<file path="src/rtl/hs_pkg.sv">
package hs_pkg;

  typedef enum logic [2:0] {
    ST_UNINST     = 3'd0,
    ST_ISOLATED   = 3'd1,
    ST_POWERING   = 3'd2,
    ST_INSTALLED  = 3'd3,
    ST_EXTRACTING = 3'd4,
    ST_FAULT      = 3'd5
  } hs_state_e;

  function automatic int unsigned cnt_bits(input int unsigned n);
    return (n < 2) ? 1 : $clog2(n + 1);
  endfunction

  // which backplane reset is obeyed, given the population strap
  function automatic logic pick_reset(input logic dual, input logic pri_act,
                                      input logic bus_act);
    return dual ? pri_act : bus_act;
  endfunction

  function automatic logic backend_on(input hs_state_e s);
    return (s == ST_POWERING) || (s == ST_INSTALLED) || (s == ST_EXTRACTING);
  endfunction

  function automatic logic pchg_droppable(input hs_state_e s);
    return (s == ST_ISOLATED) || (s == ST_POWERING) || (s == ST_INSTALLED);
  endfunction

endpackage

</file>
<file path="src/rtl/hs_sync.sv">
module hs_sync #(
  parameter int unsigned   W    = 1,
  parameter logic [W-1:0]  INIT = '0
) (
  input  logic         clk,
  input  logic         rst_n,
  input  logic [W-1:0] d,
  output logic [W-1:0] q
);
  logic [W-1:0] meta;

  always_ff @(posedge clk or negedge rst_n) begin
    if (!rst_n) begin
      meta <= INIT;
      q    <= INIT;
    end else begin
      meta <= d;
      q    <= meta;
    end
  end
endmodule

</file>
<file path="src/rtl/hs_debounce.sv">
module hs_debounce #(
  parameter int unsigned WINDOW = 50000,
  parameter logic        INIT   = 1'b1
) (
  input  logic clk,
  input  logic rst_n,
  input  logic din,
  output logic level
);
  import hs_pkg::*;
  localparam int unsigned CW = cnt_bits(WINDOW);
  localparam logic [CW-1:0] LAST = CW'(WINDOW - 1);

  logic [CW-1:0] cnt;

  always_ff @(posedge clk or negedge rst_n) begin
    if (!rst_n) begin
      level <= INIT;
      cnt   <= '0;
    end else if (din == level) begin
      cnt <= '0;
    end else if (cnt == LAST) begin
      level <= din;
      cnt   <= '0;
    end else begin
      cnt <= cnt + 1'b1;
    end
  end
endmodule

</file>
<file path="src/rtl/hs_rst_sel.sv">
module hs_rst_sel (
  input  logic dual_conn,
  input  logic rst_repeat_en,
  input  logic pri_rst_n_s,
  input  logic bus_rst_n_s,
  output logic rst_src,
  output logic rep_drive
);
  import hs_pkg::*;
  always_comb begin
    rst_src   = pick_reset(dual_conn, !pri_rst_n_s, !bus_rst_n_s);
    rep_drive = dual_conn & rst_repeat_en & !pri_rst_n_s;
  end
endmodule

</file>
<file path="src/rtl/hs_fsm.sv">
module hs_fsm #(
  parameter int unsigned SETTLE_CYC = 25000
) (
  input  logic              clk,
  input  logic              rst_n,
  input  logic              sel_act,
  input  logic              pwr_s,
  input  logic              rst_src,
  output hs_pkg::hs_state_e st,
  output logic              pg_stable
);
  import hs_pkg::*;
  localparam int unsigned SW = cnt_bits(SETTLE_CYC);
  localparam logic [SW-1:0] FULL = SW'(SETTLE_CYC);

  logic [SW-1:0] pg_cnt;
  hs_state_e     nxt;

  always_ff @(posedge clk or negedge rst_n) begin
    if (!rst_n)          pg_cnt <= '0;
    else if (!pwr_s)     pg_cnt <= '0;
    else if (!pg_stable) pg_cnt <= pg_cnt + 1'b1;
  end
  assign pg_stable = (pg_cnt == FULL);

  always_comb begin
    nxt = st;
    if (!pwr_s && (st inside {ST_ISOLATED, ST_POWERING, ST_INSTALLED, ST_EXTRACTING})) begin
      nxt = ST_FAULT;
    end else begin
      case (st)
        ST_UNINST:     if (sel_act) nxt = ST_ISOLATED;
        ST_ISOLATED:   if (!sel_act) nxt = ST_UNINST;
                       else if (pg_stable && !rst_src) nxt = ST_POWERING;
        ST_POWERING:   if (!sel_act) nxt = ST_EXTRACTING;
                       else if (!rst_src) nxt = ST_INSTALLED;
        ST_INSTALLED:  if (!sel_act) nxt = ST_EXTRACTING;
                       else if (rst_src) nxt = ST_POWERING;
        ST_EXTRACTING: nxt = ST_UNINST;
        ST_FAULT:      if (!sel_act) nxt = ST_UNINST;
                       else if (pg_stable) nxt = ST_ISOLATED;
        default:       nxt = ST_UNINST;
      endcase
    end
  end

  always_ff @(posedge clk or negedge rst_n) begin
    if (!rst_n) st <= ST_UNINST;
    else        st <= nxt;
  end
endmodule

</file>
<file path="src/rtl/hotswap_seq.sv">
module hotswap_seq #(
  parameter int unsigned DATA_W     = 32,
  parameter int unsigned DEB_CYC    = 50000,
  parameter int unsigned SETTLE_CYC = 25000
) (
  input  logic              clk,
  input  logic              por_n,
  input  logic              sel_n_raw,
  input  logic              pwr_good,
  input  logic              pri_rst_n,
  input  logic              bus_rst_n,
  input  logic              dual_conn,
  input  logic              rst_repeat_en,
  input  logic              pchg_drop_en,
  input  logic              clk_master_req,
  input  logic [DATA_W-1:0] data_req,
  input  logic              netref_req,
  input  logic              msg_req,
  output logic [DATA_W-1:0] data_oe,
  output logic              netref_oe,
  output logic              msg_en,
  output logic              clk_byp,
  output logic              pchg_en,
  output logic              fet_en,
  output logic              local_rst_n,
  output logic              bus_rst_drive,
  output logic              led
);
  import hs_pkg::*;

  // synchronized inputs: {select, power good, primary reset, bus reset}
  logic [3:0] raw_v, syn_v;
  logic       sel_s, pwr_s, pri_s, bus_s;
  logic       sel_deb, sel_act, rst_src, pg_stable, bus_live;
  hs_state_e  st_w;

  assign raw_v = {sel_n_raw, pwr_good, pri_rst_n, bus_rst_n};

  hs_sync #(.W(4), .INIT(4'b1000)) u_sync (
    .clk(clk), .rst_n(por_n), .d(raw_v), .q(syn_v)
  );
  assign {sel_s, pwr_s, pri_s, bus_s} = syn_v;

  hs_debounce #(.WINDOW(DEB_CYC), .INIT(1'b1)) u_deb (
    .clk(clk), .rst_n(por_n), .din(sel_s), .level(sel_deb)
  );
  assign sel_act = !sel_deb;

  hs_rst_sel u_rsel (
    .dual_conn(dual_conn), .rst_repeat_en(rst_repeat_en),
    .pri_rst_n_s(pri_s), .bus_rst_n_s(bus_s),
    .rst_src(rst_src), .rep_drive(bus_rst_drive)
  );

  hs_fsm #(.SETTLE_CYC(SETTLE_CYC)) u_fsm (
    .clk(clk), .rst_n(por_n), .sel_act(sel_act), .pwr_s(pwr_s),
    .rst_src(rst_src), .st(st_w), .pg_stable(pg_stable)
  );

  assign bus_live = (st_w == ST_INSTALLED) && pwr_s;

  for (genvar i = 0; i < DATA_W; i++) begin : g_lane
    assign data_oe[i] = bus_live & data_req[i];
  end

  assign netref_oe   = bus_live & netref_req;
  assign msg_en      = bus_live & msg_req;
  assign clk_byp     = bus_live & clk_master_req;
  assign local_rst_n = bus_live;
  assign fet_en      = backend_on(st_w) & pwr_s;
  assign pchg_en     = !(pchg_drop_en && pchg_droppable(st_w) && pwr_s);
  assign led         = !backend_on(st_w);
endmodule

</file>
<file path="config.mk">
export PLATFORM = sky130hd
export DESIGN_NAME = hotswap_seq
export DESIGN_NICKNAME = d
export VERILOG_FILES = /design/src/rtl/hs_pkg.sv /design/src/rtl/hs_sync.sv /design/src/rtl/hs_debounce.sv /design/src/rtl/hs_rst_sel.sv /design/src/rtl/hs_fsm.sv /design/src/rtl/hotswap_seq.sv
export SDC_FILE = /design/constraint.sdc
export NUM_CORES = 1
export LEC_CHECK = 0
export CAP_MARGIN = 20
export CORE_MARGIN = 2
export CORE_UTILIZATION = 40
export CTS_CLUSTER_DIAMETER = 40
export CTS_CLUSTER_SIZE = 12
export DETAILED_ROUTE_END_ITERATION = 6
export GPL_TIMING_DRIVEN = 1
export PLACE_DENSITY = 0.81
export SLEW_MARGIN = 5
export SYNTH_ARGS = -nofsm -noshare
export SYNTH_HDL_FRONTEND = slang
export SYNTH_SLANG_ARGS = --single-unit
</file>
<file path="constraint.sdc">
create_clock -name clk -period 1.8 [get_ports clk]
set_clock_uncertainty 0.2 [all_clocks]
set_input_delay 0.36 -clock clk [delete_from_list [all_inputs] [get_ports clk]]
set_output_delay 0.36 -clock clk [all_outputs]
set_load 0.02 [all_outputs]
</file>
After elaboration in Yosys (flattened, before gate mapping)
Cells that the tools add are included.
{"block": "classes", "add_sub_neg": 2, "mul": 0, "div": 0, "magnitude_cmp": 0, "eq_ne": 14, "shifts": 0, "n_mux": 16, "n_bitwise": 39, "reduce_logical": 19}
{"operator": "$and A1 B1 Y1", "count": 38}
{"operator": "$mux W16", "count": 2}
{"operator": "$mux W15", "count": 2}
{"operator": "$mux W3", "count": 10}
{"operator": "$add A16 B1 Y16 const B", "count": 1}
{"operator": "$eq A16 B16 Y1 const B", "count": 1}
{"operator": "$add A15 B1 Y15 const B", "count": 1}
{"operator": "$eq A15 B15 Y1 const B", "count": 1}
{"operator": "$pmux W3 S5", "count": 1}
{"operator": "$ne A4 B1 Y1 const B", "count": 2}
{"operator": "$eq A3 B2 Y1 const B", "count": 2}
{"operator": "$eq A3 B3 Y1 const B", "count": 2}
{"operator": "$logic_not A1 Y1", "count": 6}
{"operator": "$logic_and A1 B1 Y1", "count": 5}
{"operator": "$reduce_and A5 Y1", "count": 1}
{"operator": "$logic_or A1 B1 Y1", "count": 4}
{"operator": "$ne A4 B2 Y1 const B", "count": 1}
{"operator": "$ne A4 B4 Y1 const B", "count": 1}
{"operator": "$reduce_bool A4 Y1", "count": 1}
{"operator": "$eq A3 B1 Y1 const B", "count": 1}
{"operator": "$logic_not A3 Y1", "count": 1}
{"operator": "$ne A3 B2 Y1 const B", "count": 1}
{"operator": "$ne A2 B2 Y1 const B", "count": 1}
{"operator": "$reduce_and A2 Y1", "count": 1}
{"operator": "3 further kinds", "count": 3}
{"block": "word_totals", "reg_bits": 43, "latch_bits": 0, "mem_bits_rw": 0, "mem_bits_ro": 0, "inputBits": 44, "out_inout_bits": 40, "elab_cells": 96, "mem_count": 0}

Longest topological paths before layout
Gate-level depths: netlist of run 1.
{"block": "logic_depth", "word_depth": 8, "depth_mapped": 6, "depth_no_buf": 6}

Hierarchy
A second synthesis of run 1 with hierarchy kept.
{"block": "hier_totals", "cells_unflattened": 244, "area_unflattened_um2": 2469.9}
{"mod": "hs_fsm", "n_inst": 1, "cells_per_inst": 106, "area_per_inst_um2": 1008.5, "seq_area_each_um2": 450.4}
{"mod": "hs_debounce", "n_inst": 1, "cells_per_inst": 82, "area_per_inst_um2": 847.1, "seq_area_each_um2": 426.7}
{"mod": "hotswap_seq", "n_inst": 1, "cells_per_inst": 46, "area_per_inst_um2": 392.9, "seq_area_each_um2": 0.0}
{"mod": "hs_sync", "n_inst": 1, "cells_per_inst": 8, "area_per_inst_um2": 202.7, "seq_area_each_um2": 202.7}
{"mod": "hs_rst_sel", "n_inst": 1, "cells_per_inst": 2, "area_per_inst_um2": 18.8, "seq_area_each_um2": 0.0}

Worst setup path after synthesis of run 1
OpenSTA, ideal clock, no wires.
{"block": "synth_timing", "path_kind": "reg-to-output", "start": "reg u_fsm.st[1]", "end": "out data_oe[15]", "t_arrival_ps": 1607, "required_ps": 1240, "setup_slack_ps": -367, "stages_incl_launch_ff": 6, "n_path_buf": 2, "cell_sequence": "dfrtp_1 -> nor2b_1 -> and3_1 -> clkbuf_1 -> clkbuf_1 -> and2_1"}
{"block": "synth_between", "elab_chain_cells": 3}
{"item": "from (decl)", "line_no": "hs_fsm.sv:9", "source": "output hs_pkg::hs_state_e st,"}
{"item": "from (signal assigned)", "line_no": "hs_fsm.sv:49", "source": "else st <= nxt;"}
{"item": "$eq A3 B2 Y1", "line_no": "hotswap_seq.sv:60", "source": "assign bus_live = (st_w == ST_INSTALLED) && pwr_s;"}
{"item": "$logic_and A1 B1 Y1", "line_no": "hotswap_seq.sv:60"}
{"item": "via local_rst_n", "line_no": "hotswap_seq.sv:25", "source": "output logic local_rst_n,"}
{"item": "$and A1 B1 Y1", "line_no": "hotswap_seq.sv:63", "source": "assign data_oe[i] = bus_live & data_req[i];"}
{"item": "to (decl)", "line_no": "hotswap_seq.sv:19", "source": "output logic [DATA_W-1:0] data_oe,"}
The timed path passes the listed nets, and every way through them passes these cells.

Final worst setup path of run 1
{"block": "layout_timing", "start": "reg u_fsm.st[2]", "end": "out data_oe[15]"}
{"block": "layout_between", "elab_chain_cells": 3}
{"item": "$eq A3 B2 Y1", "line_no": "hotswap_seq.sv:60"}
{"item": "$logic_and A1 B1 Y1", "line_no": "hotswap_seq.sv:60"}
{"item": "$and A1 B1 Y1", "line_no": "hotswap_seq.sv:63"}
No other way between the ends.

==> results.sh, run 1 <==
export IMPL_final_antenna_net_count=0
export IMPL_stdcell_count=438
export IMPL_start_kind="register"
export IMPL_crit_path_end_kind="primary output"
export IMPL_hold_violations=0
export IMPL_worst_hold_path_type="register to register"
export IMPL_p_total_mw=1.99
export IMPL_gp_congestion=0.828
export IMPL_syn_mean_instance_area_um2=9.63
export IMPL_crit_fanout=18
export IMPL_vias=2277
export IMPL_die_h_um=80.2
export IMPL_drc=0
export IMPL_vdd_ir_drop_max_mv=0.557
export IMPL_ctsHtreeMaxLevel=2
export IMPL_dieArea_um2=6430
export IMPL_yosysWarnings=0
export IMPL_path_class="register to primary output"
export IMPL_most_common_layout_cells="42 x clkdlybuf4s50_1, 38 x buf_6, 38 x dfrtp_1"
export IMPL_status="finished, violations left"
export IMPL_worst_pin_slew_ps=472
export IMPL_reg2reg_slack_ps=-230
export IMPL_synthArstFlopShare=1.00
export IMPL_grt_max_degree=25
export IMPL_die_w_um=80.2
export IMPL_syn_area_um2=2320
export IMPL_drive_above_1_share=0.464
export IMPL_drv_cap=0
export IMPL_viasPerCell=5.20
export IMPL_synthCells=241
export IMPL_dpl_worst_slack_ps=-442
export IMPL_drt_wl_total_um=7070
export IMPL_drt_iter0_markers=79
export IMPL_rsz0062_at_grt="true"
export IMPL_regArea_um2=1080
export IMPL_finalSetupViolCount=61
export IMPL_seq_area_frac_synth=0.465
export IMPL_final_common_cell="clkdlybuf4s50_1"
export IMPL_row_count=27
export IMPL_initial_core_util=0.419
export IMPL_antenna_found_initial=0
export IMPL_final_nets=412
export IMPL_clockRootBuffer="clkbuf_8"
export IMPL_violations="negative setup slack"
export IMPL_synth_edf_count=0
export IMPL_grt_pass1_vias=2196
export IMPL_clk_latency_ps=300
export IMPL_clkSinkCount=43
export IMPL_clk_path_buf_depth=2
export IMPL_core_um2=5540
export IMPL_cts_made_buffers=5
export IMPL_holdWs_ps=154
export IMPL_dp_hpwl_um=4510
export IMPL_power_leakage_nw=1.72
export IMPL_p_per_area_nw_per_um2=489
export IMPL_synth_nets=288
export IMPL_fin_crit_ps=2080
export IMPL_multiInputGateArea_um2=1510
export IMPL_grt_pass1_wl_um=9960
export IMPL_cts_tree="done"
export IMPL_synthFlopType="dfrtp_1"
export IMPL_grt_ovfl_total=0
export IMPL_cp_arrival_ps=1520
export IMPL_ys_ff_latch=43
export IMPL_clkTransAtPathRegs_ps=80
export IMPL_crit_required_ps=1240
export IMPL_wl_per_cell_um=16.1
export IMPL_areaGrowthSynthToFinish_pct=75.8
export IMPL_max_freq_mhz=482
export IMPL_synth_cell_types=43
export IMPL_firstDrtPassIters=4
export IMPL_finalCritPeriodShare=1.15
export IMPL_n_antenna_cell=0
export IMPL_ios=84
export IMPL_drv_slew=0
export IMPL_nFillCells=371
export IMPL_portBuffers=83
export IMPL_place_inst=422
export IMPL_relSlewSlack=0.685
export IMPL_layout_setup_ws_ps=-276
export IMPL_track_usage=0.196
kinds of logic (layout without fill, tap and decap cells):
family	after synthesis	in the layout	share of synthesized area
adders and majority gates	3	3	0.0162
buffers and inverters	16	141	0.0264
and+or+nand+nor	131	131	0.321
muxes	3	3	0.0140
AOI/OAI and AO/OA	23	23	0.0744
xor gates and xnor gates	22	22	0.0830
DFF	43	43	0.465
stage by stage:
stage,utilization,TNS [ps],cell area (um^2)
final,0.737,-13400,4080
after global routing,0.737,-16230,4080
after CTS,0.696,-11330,3860
after detailed placement,0.649,-17400,3590
after global placement,0.649,-15510,3590
after floorplan,-,-833,2450
where the power goes:
part / internal (mW) / switching [mW] / total, mW
sequential: 0.988 / 0.0166 / 1.00
combinational: 0.139 / 0.0895 / 0.229
clock: 0.413 / 0.348 / 0.761
total: 1.54 / 0.454 / 1.99
cells in the mapped netlist, types with 2 or more instances:
cell type / count / share of area
nor4_1: 6 / 0.016
clkbuf_1: 7 / 0.011
dfstp_2: 3 / 0.034
nand4_1: 6 / 0.016
mux2_2: 2 / 0.0097
nand2_1: 14 / 0.023
nor2_1: 26 / 0.042
xnor2_1: 18 / 0.068
xor2_1: 4 / 0.015
ha_1: 3 / 0.016
nor2b_1: 4 / 0.011
nand3_1: 9 / 0.019
nor3b_1: 2 / 0.0065
a21boi_0: 5 / 0.016
and3_2: 2 / 0.0065
and2_1: 43 / 0.12
inv_1: 8 / 0.013
o21ai_0: 5 / 0.011
nor3_1: 5 / 0.011
dfrtp_1: 40 / 0.43
a21oi_1: 2 / 0.0043
o22ai_1: 2 / 0.0054
or3_1: 5 / 0.013
flip-flops by register name, summed over array words and instances, names as in the netlist:
signal / flops
u_deb.cnt: 16
u_deb.level: 1
u_fsm.pg_cnt: 15
u_fsm.st: 3
u_sync.meta: 4
u_sync.q: 4
path summary, 6_finish.rpt:
check	start	end	cells after the start
max	u_fsm.st[2]	data_oe[15]	5
min	u_sync.meta[0]	u_sync.q[0]	0
max reg2reg	u_fsm.pg_cnt[6]	u_fsm.pg_cnt[1]	5
min reg2reg	u_sync.meta[0]	u_sync.q[0]	0
max in group asynchronous	por_n	u_deb.level	3
min in group asynchronous	por_n	u_deb.cnt[3]	2
timing repair:
item	4_1_cts	5_1_grt
hold endpoints to repair	18	0
setup buffers	3	4
setup endpoints to repair	66	65
hold buffers	1	0
resized for setup	244	55
pin swaps	7	21
gates cloned	1	1
critical path, stage by stage, from the launching register on:
cell     delay [ps]
dfrtp_1         420
nor2b_4         150
and3_4          230
buf_12          150
and2_2          150
buf_6           110
metal layers:
metal  GRT usage  vias to the layer above  wire length (um)
met4      0.0424                        0                98
li1            -                     1072                 -
met3      0.0461                       12               429
met1       0.220                     1114              2600
met5           0                        -                 0
met2       0.372                       79              3940
final cells by class:
class                           count  share of cell area
Clock inverter                      3              0.0107
Timing Repair Buffer              125               0.308
Inverter                            8             0.00736
Tap cell                           72              0.0221
Sequential cell                    43               0.265
Multi-Input combinational cell    182               0.369
Clock buffer                        5              0.0169
(Power assumes the default switching activity.)
==> inputs of run 2 (changes only) <==
--- a/config.mk
+++ b/config.mk
@@ -12,7 +12,7 @@
 export CTS_CLUSTER_SIZE = 12
 export DETAILED_ROUTE_END_ITERATION = 6
 export GPL_TIMING_DRIVEN = 1
-export PLACE_DENSITY = 0.81
+export PLACE_DENSITY = 0.76
 export SLEW_MARGIN = 5
 export SYNTH_ARGS = -nofsm -noshare
 export SYNTH_HDL_FRONTEND = slang
==> results.sh, run 2 (synthesis results as in run 1) <==
export IMPL_power_leakage_nw=1.72
export IMPL_path_depth=5
export IMPL_ios=84
export IMPL_p_total_mw=1.85
export IMPL_final_nets=417
export IMPL_layout_setup_ws_ps=-262
export IMPL_viasPerCell=5.02
export IMPL_clkPwrFrac=0.347
export IMPL_gp_congestion=0.787
export IMPL_fin_crit_ps=2060
export IMPL_path_class="register to primary output"
export IMPL_p_int_mw=1.40
export IMPL_rsz0062_at_grt="true"
export IMPL_drv_slew=0
export IMPL_largestRegisters="u_deb.cnt (16), u_fsm.pg_cnt (15)"
export IMPL_max_freq_mhz=485
export IMPL_ctsHtreeMaxLevel=2
export IMPL_crit_chain="nor2b_4 > and3_4 > buf_12 > and2_1 > buf_6"
export IMPL_grt_ovfl_total=0
export IMPL_ff2ff_path_depth=5
export IMPL_finalSetupViolCount=61
export IMPL_dpl_worst_slack_ps=-441
export IMPL_max_stage_delay_ps=430
export IMPL_n_antenna_cell=0
export IMPL_grt_pass1_wl_um=10200
export IMPL_drt_wl_total_um=6410
export IMPL_die_w_um=80.2
export IMPL_wl_per_cell_um=14.5
export IMPL_most_common_layout_cells="42 x buf_6, 42 x clkdlybuf4s50_1, 40 x dfrtp_1"
export IMPL_worst_hold_path_type="register to register"
export IMPL_drc=0
export IMPL_p_sw_uw=457
export IMPL_clk_latency_ps=300
export IMPL_r2r_end="u_fsm.pg_cnt[1]"
export IMPL_top_register="u_deb.cnt"
export IMPL_cp_top_family="simple AND/OR/NAND/NOR gates"
export IMPL_relSlewSlack=0.720
export IMPL_clkTransAtPathRegs_ps=90
export IMPL_portBuffers=83
export IMPL_seqPwrFrac=0.540
export IMPL_clk_path_buf_depth=2
export IMPL_drive_above_1_share=0.456
export IMPL_initial_core_util=0.419
export IMPL_crit_start="u_fsm.st[2]"
export IMPL_dieArea_um2=6430
export IMPL_r2r_start="u_fsm.pg_cnt[2]"
export IMPL_drv_cap=0
export IMPL_crit_path_end="data_oe[13]"
export IMPL_die_h_um=80.2
export IMPL_firstDrtPassIters=4
export IMPL_row_count=27
export IMPL_p_per_area_nw_per_um2=466
export IMPL_power_share_combinational=0.113
export IMPL_switching_share=0.246
export IMPL_cp_arrival_ps=1500
export IMPL_finalCritPeriodShare=1.15
export IMPL_cpMaxStageDelayCell="dfrtp_1"
export IMPL_crit_fanout=18
export IMPL_cts_tree="done"
export IMPL_dp_hpwl_um=4400
export IMPL_vdd_ir_drop_max_mv=0.515
export IMPL_core_um2=5540
export IMPL_vias=2226
export IMPL_areaGrowthSynthToFinish_pct=71.5
export IMPL_worst_pin_slew_ps=416
export IMPL_crit_path_end_kind="primary output"
export IMPL_status="finished, violations left"
export IMPL_clkSinkCount=43
export IMPL_track_usage=0.203
export IMPL_largest_register_ffs=16
export IMPL_start_kind="register"
export IMPL_hold_violations=0
export IMPL_critical_path_buf_inv_count=2
export IMPL_violations="negative setup slack"
export IMPL_final_antenna_net_count=0
export IMPL_cts_made_buffers=5
export IMPL_clockRootBuffer="clkbuf_8"
export IMPL_crit_required_ps=1240
export IMPL_drt_iter0_markers=110
export IMPL_grt_pass1_vias=2117
export IMPL_grt_max_degree=44
export IMPL_reg2reg_slack_ps=-160
export IMPL_antenna_found_initial=0
## run 2: cell types whose count changed in the layout (fill, tap and decap cells not counted), sizes merged
cell / delta
buf: +6
clkinv: -2
clkinvlp: +2
bufinv: -1
clkbuf: -1
inv: +1
## run 2: worst register-to-register path, stage by stage, from the launching register on
cell and delay [ps]:
dfrtp_1 400, or4bb_4 530, nor4_4 280, buf_4 190, mux2i_1 200, nor2b_1 60
## run 2: repair_timing
| item | in CTS | in global routing |
|---|---|---|
| buffers inserted | 6 | 6 |
| endpoints found under the hold margin | 40 | 0 |
| cloned | 2 | 0 |
| hold buffers | 1 | 0 |
| endpoints found under the setup margin | 61 | 66 |
| gates resized for setup | 255 | 31 |
| pin swaps | 19 | 14 |
## run 2: cell type report
class | instances | area [um^2]
clock buffers | 5 | 68.8
flip-flops and latches | 43 | 1080
clock inverters | 3 | 23.8
multi-input cells | 182 | 1410
inverters | 8 | 30.0
repair buffers | 130 | 1280
well taps | 72 | 90.1
fillers | 417 | 1560
## run 2: worst min path at each step
stage                   startpoint           end  slack (ps)  cells after the start
global placement    u_sync.meta[1]   u_sync.q[1]         130                      0
floorplan                    por_n  u_deb.cnt[0]        -140                      0
CTS                 u_sync.meta[2]   u_sync.q[2]         150                      0
global route        u_sync.meta[2]   u_sync.q[2]         160                      0
finish              u_sync.meta[2]   u_sync.q[2]         150                      0
detailed placement  u_sync.meta[2]   u_sync.q[2]         130                      0
## run 2: power by group through the flow
| stage | clock network (mW) | logic (mW) | registers, mW |
|---|---|---|---|
| final | 0.644 | 0.210 | 1.00 |
| after global routing | 0.695 | 0.229 | 1.00 |
| after CTS | 0.657 | 0.199 | 1.00 |
| after detailed placement | 0 | 0.187 | 1.02 |
| after global placement | 0 | 0.182 | 1.02 |
| after floorplan | 0 | 0.0435 | 1.02 |
## run 2: layer usage
layer | track usage | share of wire | up-vias
li1 | - | - | 1078
met5 | 0 | 0 | -
met3 | 0.0404 | 0.074 | 6
met1 | 0.251 | 0.42 | 1045
met4 | 0.0780 | 0.017 | 0
met2 | 0.346 | 0.49 | 97
## run 2: through the flow
| step | hold WS, ps | area (um^2) | setup TNS (ps) | std cells | util |
|---|---|---|---|---|---|
| after floorplan | -136 | 2450 | -833 | 241 | - |
| after global placement | 132 | 3600 | -15540 | 424 | 0.649 |
| after detailed placement | 135 | 3600 | -17230 | 424 | 0.649 |
| after CTS | 148 | 3890 | -11810 | 441 | 0.703 |
| after global routing | 157 | 3980 | -15560 | 443 | 0.718 |
| final | 153 | 3980 | -11320 | 443 | 0.718 |
==> inputs of run 3 (changes only) <==
--- a/config.mk
+++ b/config.mk
@@ -7,12 +7,11 @@
 export LEC_CHECK = 0
 export CAP_MARGIN = 20
 export CORE_MARGIN = 2
-export CORE_UTILIZATION = 40
+export CORE_UTILIZATION = 30
 export CTS_CLUSTER_DIAMETER = 40
 export CTS_CLUSTER_SIZE = 12
 export DETAILED_ROUTE_END_ITERATION = 6
 export GPL_TIMING_DRIVEN = 1
-export PLACE_DENSITY = 0.76
 export SLEW_MARGIN = 5
 export SYNTH_ARGS = -nofsm -noshare
 export SYNTH_HDL_FRONTEND = slang
==> results.sh, run 3 (synthesis results as in run 1) <==
export IMPL_die_h_um=92.0
export IMPL_row_count=32
export IMPL_layout_setup_ws_ps=-210
export IMPL_clk_path_buf_depth=2
export IMPL_wl_per_cell_um=12.9
export IMPL_dp_hpwl_um=4350
export IMPL_ios=84
export IMPL_cp_top_family="simple AND/OR/NAND/NOR gates"
export IMPL_finalCritPeriodShare=1.12
export IMPL_cts_tree="done"
export IMPL_drive_above_1_share=0.454
export IMPL_cp_arrival_ps=1450
export IMPL_placed_area_um2=3630
export IMPL_track_usage=0.147
export IMPL_finalSetupViolCount=61
export IMPL_dr_wl_met3_um=232
export IMPL_most_common_layout_cells="43 x buf_6, 42 x clkdlybuf4s50_1, 40 x dfrtp_1"
export IMPL_gp_congestion=0.761
export IMPL_initial_core_util=0.305
export IMPL_crit_required_ps=1240
export IMPL_crit_path_end_kind="primary output"
export IMPL_grt_pass1_vias=2178
export IMPL_hold_violations=0
export IMPL_fin_crit_ps=2010
export IMPL_dpl_worst_slack_ps=-433
export IMPL_core_um2=7610
export IMPL_vdd_ir_drop_max_mv=0.459
export IMPL_clockRootBuffer="clkbuf_8"
export IMPL_max_freq_mhz=498
export IMPL_worst_hold_path_type="register to register"
export IMPL_wl_met1_um=2660
export IMPL_power_share_combinational=0.097
export IMPL_grt_ovfl_total=0
export IMPL_place_inst=454
export IMPL_p_int_mw=1.67
export IMPL_vias=2137
export IMPL_start_kind="register"
export IMPL_nFillCells=683
export IMPL_firstDrtPassIters=4
export IMPL_p_per_area_nw_per_um2=515
export IMPL_cpMaxStageDelayCell="dfrtp_1"
export IMPL_drv_slew=0
export IMPL_power_leakage_nw=1.73
export IMPL_status="finished, violations left"
export IMPL_holdWs_ps=153
export IMPL_final_common_cell="buf_6"
export IMPL_viasPerCell=4.57
export IMPL_crit_chain="nor2b_4 > and3_4 > buf_6 > and2_2 > buf_6"
export IMPL_final_nets=412
export IMPL_ctsHtreeMaxLevel=2
export IMPL_relSlewSlack=0.733
export IMPL_max_stage_delay_ps=410
export IMPL_portBuffers=83
export IMPL_drc=0
export IMPL_largest_register_ffs=16
export IMPL_clk_latency_ps=290
export IMPL_top_register="u_deb.cnt"
export IMPL_clkPwrFrac=0.425
export IMPL_crit_top_cell="buf_6"
export IMPL_final_antenna_net_count=0
export IMPL_areaGrowthSynthToFinish_pct=74.9
export IMPL_stdcell_area_um2=4060
export IMPL_violations="negative setup slack"
export IMPL_clkTransAtPathRegs_ps=80
export IMPL_crit_fanout=10
export IMPL_drt_wl_total_um=6040
export IMPL_p_sw_uw=419
export IMPL_largestRegisters="u_deb.cnt (16), u_fsm.pg_cnt (15)"
export IMPL_finalSetupTns_ps=-9000
export IMPL_drv_cap=0
export IMPL_cts_made_buffers=5
export IMPL_stdcell_count=468
export IMPL_path_class="register to primary output"
export IMPL_final_core_util=0.534
export IMPL_worst_pin_slew_ps=399
export IMPL_switching_share=0.201
export IMPL_clkSinkCount=43
export IMPL_critical_path_buf_inv_count=2
export IMPL_seqPwrFrac=0.478
export IMPL_die_w_um=92.0
export IMPL_drt_iter0_markers=77
export IMPL_rsz0062_at_grt="true"
export IMPL_p_total_mw=2.09
export IMPL_n_antenna_cell=0
export IMPL_top_layer="met4"
export IMPL_dieArea_um2=8460
export IMPL_antenna_found_initial=0
export IMPL_routed_wl_met2_um=3100
export IMPL_grt_max_degree=44
export IMPL_grt_pass1_wl_um=10200
-- run 3: metal layers --
| metal | vias to the layer above | GRT usage |
|---|---|---|
| li1 | 1065 | - |
| met1 | 1020 | 0.191 |
| met2 | 46 | 0.254 |
| met3 | 6 | 0.0320 |
| met4 | 0 | 0.0299 |
| met5 | - | 0 |
-- run 3: layout make-up --
cell class              count  area [um^2]  area share
multi-input cells         182         1450       0.358
repair buffers            125         1240       0.305
flip-flops and latches     43         1080       0.266
well taps                 102          128      0.0314
clock buffers               6         72.6      0.0179
clock inverters             2         60.1      0.0148
inverters                   8         30.0     0.00740
-- run 3: power groups by stage --
stage	sequential, mW	combinational (mW)	clock [mW]
global route	1.00	0.224	0.957
global placement	1.02	0.188	0
CTS	1.00	0.197	0.925
finish	0.999	0.202	0.888
detailed placement	1.02	0.190	0
floorplan	1.02	0.0435	0
-- run 3: worst paths after layout --
check	start	end	slack [ps]	depth (start not counted)
worst max-delay path	u_fsm.st[2]	data_oe[15]	-210	5
worst min-delay path	u_sync.meta[0]	u_sync.q[0]	150	0
worst max register to register	u_fsm.pg_cnt[2]	u_fsm.st[0]	-150	5
min in group asynchronous	por_n	u_deb.cnt[10]	360	3
max in group asynchronous	por_n	u_sync.q[3]	780	3
worst min register to register	u_sync.meta[0]	u_sync.q[0]	150	0
-- run 3: worst register-to-register path, delay by kind of cell (launching register included) --
| family | cells | cell delay [ps] |
|---|---|---|
| simple gates | 3 | 1010 |
| flops | 1 | 390 |
| buf+inv | 1 | 180 |
| compound gates | 1 | 50 |
-- run 3: timing repair --
item / 4_1_cts / 5_1_grt
hold endpoints to repair: 40 / 0
setup buffers: 3 / 1
endpoints found under the setup margin: 53 / 67
pin swaps: 4 / 17
hold buffers: 1 / 0
gates cloned: 1 / 1
resized for setup: 258 / 30
